===== src/rtl/wsbc_pkg.sv =====
package wsbc_pkg;
   typedef enum logic {
      ST_IDLE = 1'b0,
      ST_BUSY = 1'b1
   } wsbc_state_e;

   typedef enum logic {
      MODE_COUNT = 1'b0,
      MODE_READY = 1'b1
   } wsbc_mode_e;
endpackage


===== src/rtl/wsbc_cfg.sv =====
module wsbc_cfg
   import wsbc_pkg::*;
#(
   parameter int LAT_W     = 4,
   parameter int RESET_LAT = 3,
   parameter bit HS_EN     = 1'b1
) (
   input  logic             clk,
   input  logic             rst_n,
   input  logic             wr,
   input  logic [LAT_W-1:0] lat_in,
   input  logic             mode_in,
   output logic [LAT_W-1:0] lat_q,
   output wsbc_mode_e       mode_q
);
   localparam logic [LAT_W-1:0] LAT_RST = LAT_W'(RESET_LAT);

   always_ff @(posedge clk) begin
      if (!rst_n)   lat_q <= LAT_RST;
      else if (wr)  lat_q <= lat_in;
   end

   generate
      if (HS_EN) begin : g_mode_reg
         always_ff @(posedge clk) begin
            if (!rst_n)  mode_q <= MODE_COUNT;
            else if (wr) mode_q <= wsbc_mode_e'(mode_in);
         end
      end else begin : g_mode_fixed
         assign mode_q = MODE_COUNT;
      end
   endgenerate
endmodule


===== src/rtl/wsbc_timer.sv =====
module wsbc_timer #(
   parameter int LAT_W = 4
) (
   input  logic             clk,
   input  logic             rst_n,
   input  logic             load,
   input  logic [LAT_W-1:0] load_val,
   input  logic             dec,
   output logic             zero
);
   logic [LAT_W-1:0] cnt_q;

   always_ff @(posedge clk) begin
      if (!rst_n)                    cnt_q <= '0;
      else if (load)                 cnt_q <= load_val;
      else if (dec && cnt_q != '0)   cnt_q <= cnt_q - 1'b1;
   end

   assign zero = (cnt_q == '0);
endmodule


===== src/rtl/wsbc_fsm.sv =====
module wsbc_fsm
   import wsbc_pkg::*;
#(
   parameter int AW = 16,
   parameter int DW = 32
) (
   input  logic          clk,
   input  logic          rst_n,
   input  logic          req,
   input  logic [AW-1:0] addr,
   input  logic [DW-1:0] wdata,
   input  logic          we,
   input  wsbc_mode_e    mode_cur,
   input  logic          timer_zero,
   input  logic          mem_rdy,
   input  logic [DW-1:0] mem_rdata,
   output logic          start,
   output logic          dec,
   output logic          busy,
   output logic          done,
   output logic [DW-1:0] rdata,
   output logic [AW-1:0] mem_addr,
   output logic          mem_we,
   output logic [DW-1:0] mem_wdata
);
   wsbc_state_e   state_q;
   wsbc_mode_e    mode_snap_q;
   logic [AW-1:0] addr_q;
   logic [DW-1:0] wdata_q;
   logic          we_q;
   logic          finish;

   assign busy   = (state_q == ST_BUSY);
   assign start  = (state_q == ST_IDLE) && req;
   assign finish = busy && ((mode_snap_q == MODE_READY) ? mem_rdy : timer_zero);
   assign dec    = busy && !finish;

   always_ff @(posedge clk) begin
      if (!rst_n) begin
         state_q     <= ST_IDLE;
         mode_snap_q <= MODE_COUNT;
         addr_q      <= '0;
         wdata_q     <= '0;
         we_q        <= 1'b0;
         done        <= 1'b0;
         rdata       <= '0;
      end else begin
         done <= finish;
         if (start) begin
            state_q     <= ST_BUSY;
            mode_snap_q <= mode_cur;
            addr_q      <= addr;
            wdata_q     <= wdata;
            we_q        <= we;
         end else if (finish) begin
            state_q <= ST_IDLE;
            if (!we_q) rdata <= mem_rdata;
         end
      end
   end

   assign mem_addr  = addr_q;
   assign mem_we    = busy && we_q;
   assign mem_wdata = wdata_q;
endmodule


===== src/rtl/wsbc_top.sv =====
module wsbc_top
   import wsbc_pkg::*;
#(
   parameter int AW        = 16,
   parameter int DW        = 32,
   parameter int LAT_W     = 4,
   parameter int RESET_LAT = 3,
   parameter bit HS_EN     = 1'b1
) (
   input  logic             clk,
   input  logic             rst_n,
   input  logic             cfg_we,
   input  logic [LAT_W-1:0] cfg_lat,
   input  logic             cfg_mode,
   input  logic             m_req,
   input  logic [AW-1:0]    m_addr,
   input  logic [DW-1:0]    m_wdata,
   input  logic             m_we,
   output logic [DW-1:0]    m_rdata,
   output logic             m_done,
   output logic             m_wait,
   output logic             mem_cs,
   output logic [AW-1:0]    mem_addr,
   output logic             mem_we,
   output logic [DW-1:0]    mem_wdata,
   input  logic [DW-1:0]    mem_rdata,
   input  logic             mem_rdy
);
   localparam int LAT_MAX = (1 << LAT_W) - 1;

   generate
      if (AW < 1 || DW < 1) begin : g_bad_width
         $error("wsbc_top: AW and DW must be at least 1");
      end
      if (LAT_W < 1 || LAT_W > 16) begin : g_bad_latw
         $error("wsbc_top: LAT_W must be 1..16");
      end
      if (RESET_LAT < 0 || RESET_LAT > LAT_MAX) begin : g_bad_rst
         $error("wsbc_top: RESET_LAT does not fit LAT_W");
      end
   endgenerate

   logic [LAT_W-1:0] lat_q;
   wsbc_mode_e       mode_q;
   logic             start, dec, busy, tzero;

   wsbc_cfg #(.LAT_W(LAT_W), .RESET_LAT(RESET_LAT), .HS_EN(HS_EN)) u_cfg (
      .clk(clk), .rst_n(rst_n), .wr(cfg_we), .lat_in(cfg_lat),
      .mode_in(cfg_mode), .lat_q(lat_q), .mode_q(mode_q)
   );

   wsbc_timer #(.LAT_W(LAT_W)) u_timer (
      .clk(clk), .rst_n(rst_n), .load(start), .load_val(lat_q),
      .dec(dec), .zero(tzero)
   );

   wsbc_fsm #(.AW(AW), .DW(DW)) u_fsm (
      .clk(clk), .rst_n(rst_n), .req(m_req), .addr(m_addr), .wdata(m_wdata),
      .we(m_we), .mode_cur(mode_q), .timer_zero(tzero), .mem_rdy(mem_rdy),
      .mem_rdata(mem_rdata), .start(start), .dec(dec), .busy(busy),
      .done(m_done), .rdata(m_rdata), .mem_addr(mem_addr), .mem_we(mem_we),
      .mem_wdata(mem_wdata)
   );

   assign m_wait = busy;
   assign mem_cs = busy;
endmodule


===== config.mk =====
export PLATFORM = sky130hd
export DESIGN_NAME = wsbc_top
export DESIGN_NICKNAME = d
export VERILOG_FILES = /design/src/rtl/wsbc_pkg.sv /design/src/rtl/wsbc_cfg.sv /design/src/rtl/wsbc_timer.sv /design/src/rtl/wsbc_fsm.sv /design/src/rtl/wsbc_top.sv
export SDC_FILE = /design/constraint.sdc
export NUM_CORES = 1
export LEC_CHECK = 0
export ABC_CLOCK_PERIOD_IN_PS = 2200
export BUFFER_PORTS_ARGS = -buffer_cell sky130_fd_sc_hd__buf_2
export CAP_MARGIN = 20
export CELL_PAD_IN_SITES_DETAIL_PLACEMENT = 0
export CELL_PAD_IN_SITES_GLOBAL_PLACEMENT = 1
export CORE_MARGIN = 5
export CORE_UTILIZATION = 32
export CTS_BUF_LIST = sky130_fd_sc_hd__clkbuf_16
export DETAILED_ROUTE_END_ITERATION = 10
export PLACE_DENSITY_LB_ADDON = 0.1
export SLEW_MARGIN = 20
export SYNTH_ARGS = -nofsm -noshare
export SYNTH_HDL_FRONTEND = slang
export SYNTH_SLANG_ARGS = --single-unit

===== constraint.sdc =====
create_clock -name clk -period 2.2 [get_ports clk]
set_clock_uncertainty 0.05 [all_clocks]
set_input_delay 0.11 -clock clk [delete_from_list [all_inputs] [get_ports clk]]
set_output_delay 0.11 -clock clk [all_outputs]
set_load 0.1 [all_outputs]

After elaboration in Yosys (flattened, before gate mapping)

Index checks and enable logic that the tools add are counted.

Input port bits: 91
Output and inout port bits: 84
Logic and storage cells: 30
Flip-flop bits (word level): 93

Add/subtract/negate cells: 1
Bitwise operators: 3
Reduce and logical (&&, ||, !) cells: 11
Muxes and demuxes: 5

Operators by type and width:

| kind                                                                | number |
|---|---|
| 4-bit 2-to-1 mux                                                    | 2 |
| 1-bit logical AND                                                   | 5 |
| 4-bit logical NOT                                                   | 1 |
| 2-bit nonzero test                                                  | 2 |
| 4-bit nonzero test                                                  | 1 |
| 4-bit by 1-bit subtractor with 4-bit output (second input constant) | 1 |
| 1-bit 2-to-1 mux                                                    | 3 |
| 1-bit NOT                                                           | 3 |
| 3-bit AND reduction                                                 | 1 |
| 1-bit logical NOT                                                   | 1 |

Logic depth before layout (Yosys ltp)

Gate-level depths: netlist of the first run.

Depth after elaboration: 8
Gate-level depth with buffers: 6
Mapped depth without buffers: 5

By module

A second synthesis of the first run with hierarchy kept.

Cells, all modules: 415
Area total of the unflattened synthesis: 3,718.6 um2

By module, submodules not included:

| module     | area an instance (um2) | cells each | seq. area each (um2) | instances |
|---|---|---|---|---|
| wsbc_fsm   | 3,266.9                | 367        | 1,681.6              | 1 |
| wsbc_timer | 256.5                  | 31         | 80.1                 | 1 |
| wsbc_cfg   | 187.7                  | 16         | 100.1                | 1 |
| wsbc_top   | 7.5                    | 1          | 0.0                  | 1 |

Worst setup path after synthesis of the first run

Ideal clock, no wire load.

Path kind: register to output
Start point: register u_fsm.state_q, in the netlist u_fsm.busy
End point: output port mem_we
Required time: 2.040 ns
Arrival time: 2.143 ns
Setup slack: -0.103 ns
Cell stages (with the launch flop): 3
Buffers on the path: 1
Cells stage by stage: dfxtp_1 clkbuf_1 and2_1

Longest elaborated chain between the ends: 1

RTL lines:

| what                   | RTL line       | source |
|---|---|---|
| start, declared        | wsbc_fsm.sv:26 | `wsbc_state_e state_q;` |
| start signal, assigned | wsbc_fsm.sv:40 | `state_q <= ST_IDLE;` |
| start signal, assigned | wsbc_fsm.sv:50 | `state_q <= ST_BUSY;` |
| start signal, assigned | wsbc_fsm.sv:56 | `state_q <= ST_IDLE;` |
| 1-bit logical AND      | wsbc_fsm.sv:63 | `assign mem_we = busy && we_q;` |
| end, declared          | wsbc_top.sv:24 | `output logic mem_we,` |

No other way between the ends.

Worst setup path in the final report of the first run

Start point: register u_timer.cnt_q[0]
End point: register u_fsm.rdata[19]

Longest elaborated chain between the ends: 4

RTL lines:

| what                          | RTL line         | source |
|---|---|---|
| start, declared               | wsbc_timer.sv:11 | `logic [LAT_W-1:0] cnt_q;` |
| start signal, assigned        | wsbc_timer.sv:15 | `else if (load) cnt_q <= load_val;` |
| start signal, assigned        | wsbc_timer.sv:16 | `else if (dec && cnt_q != '0) cnt_q <= cnt_q - 1'b1;` |
| 4-bit logical NOT             | wsbc_timer.sv:19 | `assign zero = (cnt_q == '0);` |
| 1-bit 2-to-1 mux              | wsbc_fsm.sv:35   | `assign finish = busy && ((mode_snap_q == MODE_READY) ? mem_rdy : timer_zero);` |
| 1-bit logical AND             | wsbc_fsm.sv:35   |  |
| 3-bit AND reduction (no line) | n/a              |  |
| end signal, assigned          | wsbc_fsm.sv:57   | `if (!we_q) rdata <= mem_rdata;` |
| end, declared                 | wsbc_fsm.sv:21   | `output logic [DW-1:0] rdata,` |

No other way between the ends.
A chain may end at the register's enable or synchronous reset.

==> metrics, run 1 <==
outcome=finished, final reports clean; post-route setup TNS=0 ns; Max Fclk=529 MHz; Ant. Diodes=0; Setup Buffers After CTS=0; post-synthesis instance total=423; CTS root buf=clkbuf_16; Port Buf Inserts=174; R2R Path End=u_fsm.rdata[19]; Final Cycle Share=0.860; Hold Crit Depth=3; clk_lat worst skew=0.33 ns; Setup Viol. Count Final=0; DR DRC count=0; largest net degree at the start of global routing=65; gpl congestion=0.725; FILL cells=1035; Syn Nets=515; syn_area_per_cell=8.37 sq um; Final Hold Fails=0; clock slew at reported path FFs=0.06 ns; drt total wl=10500 microns; placed cell count=710; Synth Cell Area=3540 sq um; core area=10800 sq um; sequential-to-total area share from yosys stat=0.526; reg2reg setup slack=0.31 ns; Die Ht=115 microns; P per Cell Area=832 nW/um^2; Detailed Place HPWL=7000 microns; leak pwr=2.62 nW; CTS Sinks=93; Worst EP arrival=2.10 ns; Crit. End Element=flop; initial drt markers=161; Min Clock Period, post-route=1.89 ns; RSZ-0062 raised after global routing=no; DP Area=4530 sq um; Initial Utilization=0.327; number of vias per cell=4.45; Hold Startpoint=rst_n; Final #Nets=761; Hold WC Path Type=input port to flop; max-cap viol count=0; IO Pins=175; Syn. warnings=0; GRT Total Usage=0.157; commonest cells after routing, fill and taps aside=buf_2, nand2_1, dfxtp_1, dlygate4sd3_1, a21oi_1; RR Startpoint=u_timer.cnt_q[0]; DRT antenna net count=0; Max transition margin=0.615; die width=115 microns; worst slew pin tran=0.578 ns; wire length per cell=13.0 microns; Min-Delay Endpoint=u_fsm.done; R2R depth=6; Overflow after GRT=0; worst vdd ir=0.000492 V; iteration count of the initial detailed-routing pass=4; Yosys reg bits=93; Worst Path Required=2.40 ns; commonest non-fill, non-tap cell in the layout=buf_2; number of global-route vias before repair=3637; final core occ=0.525; worst setup path class=flop to flop; post-synthesis cell type count=26; die area=13300 sq um; total CTS buffers=9; crit start category=flop; initial antenna violation count=0; Pins Over Slew Limit=0; P&R area growth vs syn=60.5%; share of post-route cells with drive strength above 1=0.293; Clock Path Buffers=2; DR vias=3620; global-route wire length before repair=16900 microns; FP Rows=38; CTS tree=built; CP max FO=32; H-tree depth=3; cell area after layout=5690 sq um; final cell count without fillers=813
==> final cells by class <==
class                      instances  area (sq um)  area share
clock buffer                       9           225      0.0396
multi-input combinational        293          1530       0.268
timing repair buffer             268          1830       0.323
inverter                           4          15.0     0.00264
clock inverter                     6          48.8     0.00858
tap                              140           175      0.0308
sequential                        93          1860       0.328
==> cell families (layout without fill, tap and decap cells) <==
| logic type | Yosys count | in the layout | share of synthesized area |
|---|---|---|---|
| compound gates | 60 | 60 | 0.0943 |
| flops | 93 | 93 | 0.526 |
| mux | 39 | 39 | 0.110 |
| simple gates | 192 | 192 | 0.217 |
| buf+inv | 37 | 287 | 0.0466 |
| xor+xnor | 1 | 1 | 0.00247 |
| fa+ha+maj | 1 | 1 | 0.00353 |
==> routing by layer <==
metal	vias up	GRT usage	part of all wire
li1	1866	-	-
met1	1628	0.192	0.45
met2	116	0.271	0.47
met3	10	0.0337	0.068
met4	0	0.0556	0.013
met5	-	0	0
==> repair_timing <==
item | in CTS | in global routing
endpoints found under the hold margin | 86 | 0
gates resized for setup | 0 | 0
hold buffers | 88 | 0
==> registers in the layout, indices dropped and copies added (netlist names) <==
register,cells
u_fsm.rdata,32
u_fsm.mem_wdata,32
u_fsm.we_q,1
u_fsm.busy,1
u_fsm.mem_addr,16
u_fsm.done,1
u_fsm.mode_snap_q,1
u_cfg.mode_q,1
u_cfg.lat_q,4
u_timer.cnt_q,4
==> worst max path at each step <==
stage / from / to / slack [ns] / depth (start not counted)
finish: u_timer.cnt_q[0] / u_fsm.rdata[19] / 0.31 / 6
global route: u_timer.cnt_q[0] / u_fsm.rdata[19] / 0.17 / 6
CTS: u_timer.cnt_q[0] / u_fsm.rdata[19] / 0.27 / 6
detailed placement: u_timer.cnt_q[0] / u_fsm.rdata[19] / 0.29 / 6
global placement: u_timer.cnt_q[0] / u_fsm.rdata[24] / 0.37 / 6
floorplan: u_fsm.busy / mem_we / 0.24 / 2
==> stage by stage <==
step,hold WS (ns),setup WS [ns],total power [W]
finish,0.0754,0.309,0.00473
global route,0.0916,0.175,0.00495
CTS,0.0676,0.274,0.00479
detailed placement,0.279,0.291,0.00320
global placement,0.276,0.366,0.00319
floorplan,0.188,0.244,0.00294
==> worst max-delay path, stage by stage (launching register included) <==
cell and delay (ns):
dfxtp_1 0.34, inv_1 0.07, ha_1 0.18, or4b_4 0.51
a21oi_4 0.18, buf_12 0.25, mux2i_1 0.23
==> cell usage after synthesis <==
library cell  number  area (sq um)
o22a_1             1          8.76
nor3_1             1          5.00
a21o_1             1          7.51
nand4_1            4          25.0
buf_6              3          33.8
and2_1             1          6.26
o311ai_0           1          8.76
or3b_2             1          8.76
a31oi_1            1          6.26
or4b_4             1          13.8
a21oi_1           52           260
nand2_1          171           642
nand3_1            4          20.0
clkbuf_1          29           109
dfxtp_1           93          1860
nand2b_1           2          12.5
xnor2_1            1          8.76
a311o_1            2          20.0
nor2_1             3          11.3
inv_1              4          15.0
ha_1               1          12.5
o22ai_1            1          6.26
buf_4              1          7.51
mux2i_1           39           390
a21oi_4            1          16.3
nor2b_1            4          25.0
==> report_power, final <==
part / internal [W] / switching [W]
combinational: 0.000376 / 0.00103
clock: 0.000854 / 0.000601
sequential: 0.00180 / 0.0000672
No activity file was read; power rests on OpenSTA's default activity.
==> run 2, diff against run 1 <==
--- a/config.mk
+++ b/config.mk
@@ -11,11 +11,12 @@
 export CELL_PAD_IN_SITES_DETAIL_PLACEMENT = 0
 export CELL_PAD_IN_SITES_GLOBAL_PLACEMENT = 1
 export CORE_MARGIN = 5
-export CORE_UTILIZATION = 32
+export CORE_UTILIZATION = 33
 export CTS_BUF_LIST = sky130_fd_sc_hd__clkbuf_16
 export DETAILED_ROUTE_END_ITERATION = 10
 export PLACE_DENSITY_LB_ADDON = 0.1
 export SLEW_MARGIN = 20
 export SYNTH_ARGS = -nofsm -noshare
 export SYNTH_HDL_FRONTEND = slang
+export SYNTH_HIERARCHICAL = 1
 export SYNTH_SLANG_ARGS = --single-unit
==> run 2 against run 1 <==
Register-to-register slack worse by 0.23 ns. Non-clock buffer count is 4 higher. Clock-buffer cell count stayed put. Setup slack worse by 0.23 ns. Via count is 2.3% lower. First-iteration DRC count is 7.5% higher. Largest power group is now clock. Synthesized area is 5.0% higher. Critical path type unchanged. Clock power is 36% higher. Critical path depth is 4 higher. Highest routed layer unchanged. Cell count is 0.12% higher. Hold slack worse by 0.0031 ns. Routed wire length is 4.9% higher. Critical endpoint is now u_fsm/rdata[27].
==> metrics, run 2 <==
GRT busiest layer=met2 (unchanged); drt total wl=11100 microns (was 10500 microns); outcome=finished, final reports clean (unchanged); GRT Total Usage=0.154 (was 0.157); worst vdd ir=0.000337 V (was 0.000492 V); Pins Over Slew Limit=0 (unchanged); Crit. End Element=flop (unchanged); P&R area growth vs syn=60.9% (was 60.5%); Die Ht=116 microns (was 115 microns); commonest non-fill, non-tap cell in the layout=buf_2 (unchanged); clk_lat worst skew=0.34 ns (was 0.33 ns); DP Area=4630 sq um (was 4530 sq um); max-cap viol count=0 (unchanged); post-synthesis cell type count=32 (was 26); die area=13500 sq um (was 13300 sq um); Syn Nets=507 (was 515); internal power=0.00351 W (was 0.00303 W); XOR/XNOR Fraction of Synth Area=0 (was 0.00247); adder-cell share of the synthesized area=0.00336 (was 0.00353); Initial Utilization=0.340 (was 0.327); Overflow after GRT=0 (unchanged); post-synthesis instance total=415 (was 423); Combinational Power Share=0.262 (was 0.298); commonest cells after routing, fill and taps aside=buf_2, nand2_1, dfxtp_1, dlygate4sd3_1, a21boi_0 (was buf_2, nand2_1, dfxtp_1, dlygate4sd3_1, a21oi_1); Final #Nets=760 (was 761); Yosys reg bits=93 (unchanged); Top FF cell, synth=dfxtp_1 (unchanged); CTS root buf=clkbuf_16 (unchanged); gpl congestion=0.728 (was 0.725); cell area after layout=5980 sq um (was 5690 sq um); Reg power frac=0.356 (was 0.395); post-synth top area cell=dfxtp_1 (unchanged); Max Fclk=471 MHz (was 529 MHz); post-route setup TNS=0 ns (unchanged); worst setup path class=flop to flop (unchanged); FILL cells=999 (was 1035); global-route wire length before repair=16300 microns (was 16900 microns); Worst Path Required=2.41 ns (was 2.40 ns); Synth Cell Area=3720 sq um (was 3540 sq um); clock slew at reported path FFs=0.07 ns (was 0.06 ns); Setup Viol. Count Final=0 (unchanged); Clock Path Buffers=2 (unchanged); CP startpoint=u_timer/cnt_q[1] (was u_timer.cnt_q[0]); largest net degree at the start of global routing=63 (was 65); die width=116 microns (was 115 microns); met1 Usage GRT=0.185 (was 0.192); leak pwr=2.74 nW (was 2.62 nW); total power=0.00519 W (was 0.00473 W); Final Cycle Share=0.965 (was 0.860); syn_area_per_cell=8.96 sq um (was 8.37 sq um); top cells by area, synth=dfxtp_1, nand2_1, mux2i_1, a21boi_0, buf_6 (was dfxtp_1, nand2_1, mux2i_1, a21oi_1, clkbuf_1); worst slew pin tran=0.591 ns (was 0.578 ns); mux contribution to synthesized area=0.105 (was 0.110); iteration count of the initial detailed-routing pass=4 (unchanged); Final Hold Fails=0 (unchanged); share of post-route cells with drive strength above 1=0.318 (was 0.293); DRT antenna net count=0 (unchanged); Max transition margin=0.606 (was 0.615); count leader, synth=nand2_1 (unchanged); FP Rows=38 (unchanged); Worst EP arrival=2.34 ns (was 2.10 ns); CTS tree=built (unchanged); CTS Sinks=93 (unchanged); Post-synth top cells=nand2_1, dfxtp_1, a21boi_0, mux2i_1, clkbuf_1 (was nand2_1, dfxtp_1, a21oi_1, mux2i_1, clkbuf_1); Synth top area share=0.501 (was 0.526); wire length per cell=13.6 microns (was 13.0 microns); Detailed Place HPWL=7010 microns (was 7000 microns); number of vias per cell=4.35 (was 4.45); RSZ-0062 raised after global routing=no (unchanged); core area=10900 sq um (was 10800 sq um); switching power total=0.00167 W (was 0.00170 W); Port Buf Inserts=174 (unchanged); Compound-Gate Fraction of Synth Area=0.117 (was 0.0943); Hold WC Path Type=input port to flop (unchanged); Post-synth EDFFs=0 (unchanged); met2 Usage GRT=0.260 (was 0.271); H-tree depth=3 (unchanged); M3 GR Usage=0.0337 (about the same); number of global-route vias before repair=3459 (was 3637); total CTS buffers=9 (unchanged); DR DRC count=0 (unchanged); IO Pins=175 (unchanged); largest family of logic cells by synthesized area=simple AND/OR/NAND/NOR gates (unchanged); Min Clock Period, post-route=2.12 ns (was 1.89 ns); Syn. warnings=6 (was 0); CP max FO=8 (was 32); DR vias=3538 (was 3620); Post-Synth Simple-Gate Area=0.205 (was 0.217); RR Startpoint=u_timer/cnt_q[1] (was u_timer.cnt_q[0]); initial antenna violation count=0 (unchanged); Sw Share=0.323 (was 0.359); sequential-to-total area share from yosys stat=0.501 (was 0.526); clock network power share=0.382 (was 0.308); Hold Startpoint=cfg_we (was rst_n); P per Cell Area=867 nW/um^2 (was 832 nW/um^2); Async SR Flop Fraction=0 (unchanged); initial drt markers=173 (was 161); crit start category=flop (unchanged)
[run 2: cell count changes in the layout (fill, tap and decap cells not counted), moves of 3 or more]
cell / change
buf_6: +3
a21boi_1: +8
a21oi_1: -51
a21boi_0: +42
nand4_1: -3
inv_1: -3
bufinv_16: +4
[run 2: metrics by stage]
step / utilization / hold slack [ns] / cells / setup slack (ns)
after floorplan: - / 0.122 / 415 / 0.121
after global placement: 0.424 / 0.280 / 706 / 0.120
after detailed placement: 0.424 / 0.284 / 706 / 0.0419
after CTS: 0.538 / 0.0588 / 808 / 0.0141
after global routing: 0.547 / 0.0751 / 813 / 0.00536
final: 0.547 / 0.0723 / 814 / 0.0773
[run 2: worst paths after layout]
path / end / slack, ns / cells after the start
worst max register to register: u_fsm/rdata[27] / 0.08 / 10
worst max-delay path: u_fsm/rdata[27] / 0.08 / 10
worst min register to register: u_fsm/mem_wdata[7] / 0.40 / 2
worst min-delay path: u_cfg/lat_q[1] / 0.07 / 3
[run 2: power by group through the flow]
stage	logic, W	registers, W	clock network (W)
2_1_floorplan	0.000335	0.00253	0
5_1_grt	0.00143	0.00186	0.00211
4_1_cts	0.00133	0.00185	0.00204
3_3_place_gp	0.00120	0.00188	0
6_report	0.00136	0.00185	0.00198
3_5_place_dp	0.00121	0.00188	0
[run 2: critical path, stage by stage, from the launching register on]
cell       delay [ns]
dfxtp_1          0.34
inv_2            0.08
ha_4             0.14
or3b_4           0.40
clkinv_2         0.08
mux2i_1          0.07
buf_4            0.15
nor3b_4          0.23
buf_6            0.16
clkbuf_16        0.16
mux2i_1          0.18
[run 2: final cells by class]
| class | instances | area, sq um | share of cell area |
|---|---|---|---|
| clock buffer | 9 | 225 | 0.0376 |
| multi-input combinational | 285 | 1620 | 0.271 |
| sequential | 93 | 1860 | 0.311 |
| antenna | 1 | 2.50 | 0.000418 |
| timing repair buffer | 272 | 1910 | 0.319 |
| inverter | 7 | 27.5 | 0.00460 |
| tap | 140 | 175 | 0.0293 |
| clock inverter | 7 | 161 | 0.0270 |
[run 2: logic make-up after synthesis]
family / count (synthesis)
AOI/OAI and AO/OA: 57
adders and majority gates: 1
buffers and inverters: 37
DFF: 93
muxes: 39
and+or+nand+nor: 188
[run 2: layer usage]
layer / vias to the layer above / share of wire
met2: 106 / 0.48
met1: 1569 / 0.43
li1: 1843 / -
met4: 0 / 0.023
met3: 20 / 0.062
met5: - / 0
[run 2: what timing repair did]
item                                    4_1_cts  5_1_grt
resized for setup                             0        7
buffers inserted                              0        2
endpoints found under the setup margin        0       33
endpoints found under the hold margin        86        0
hold buffers                                 86        0
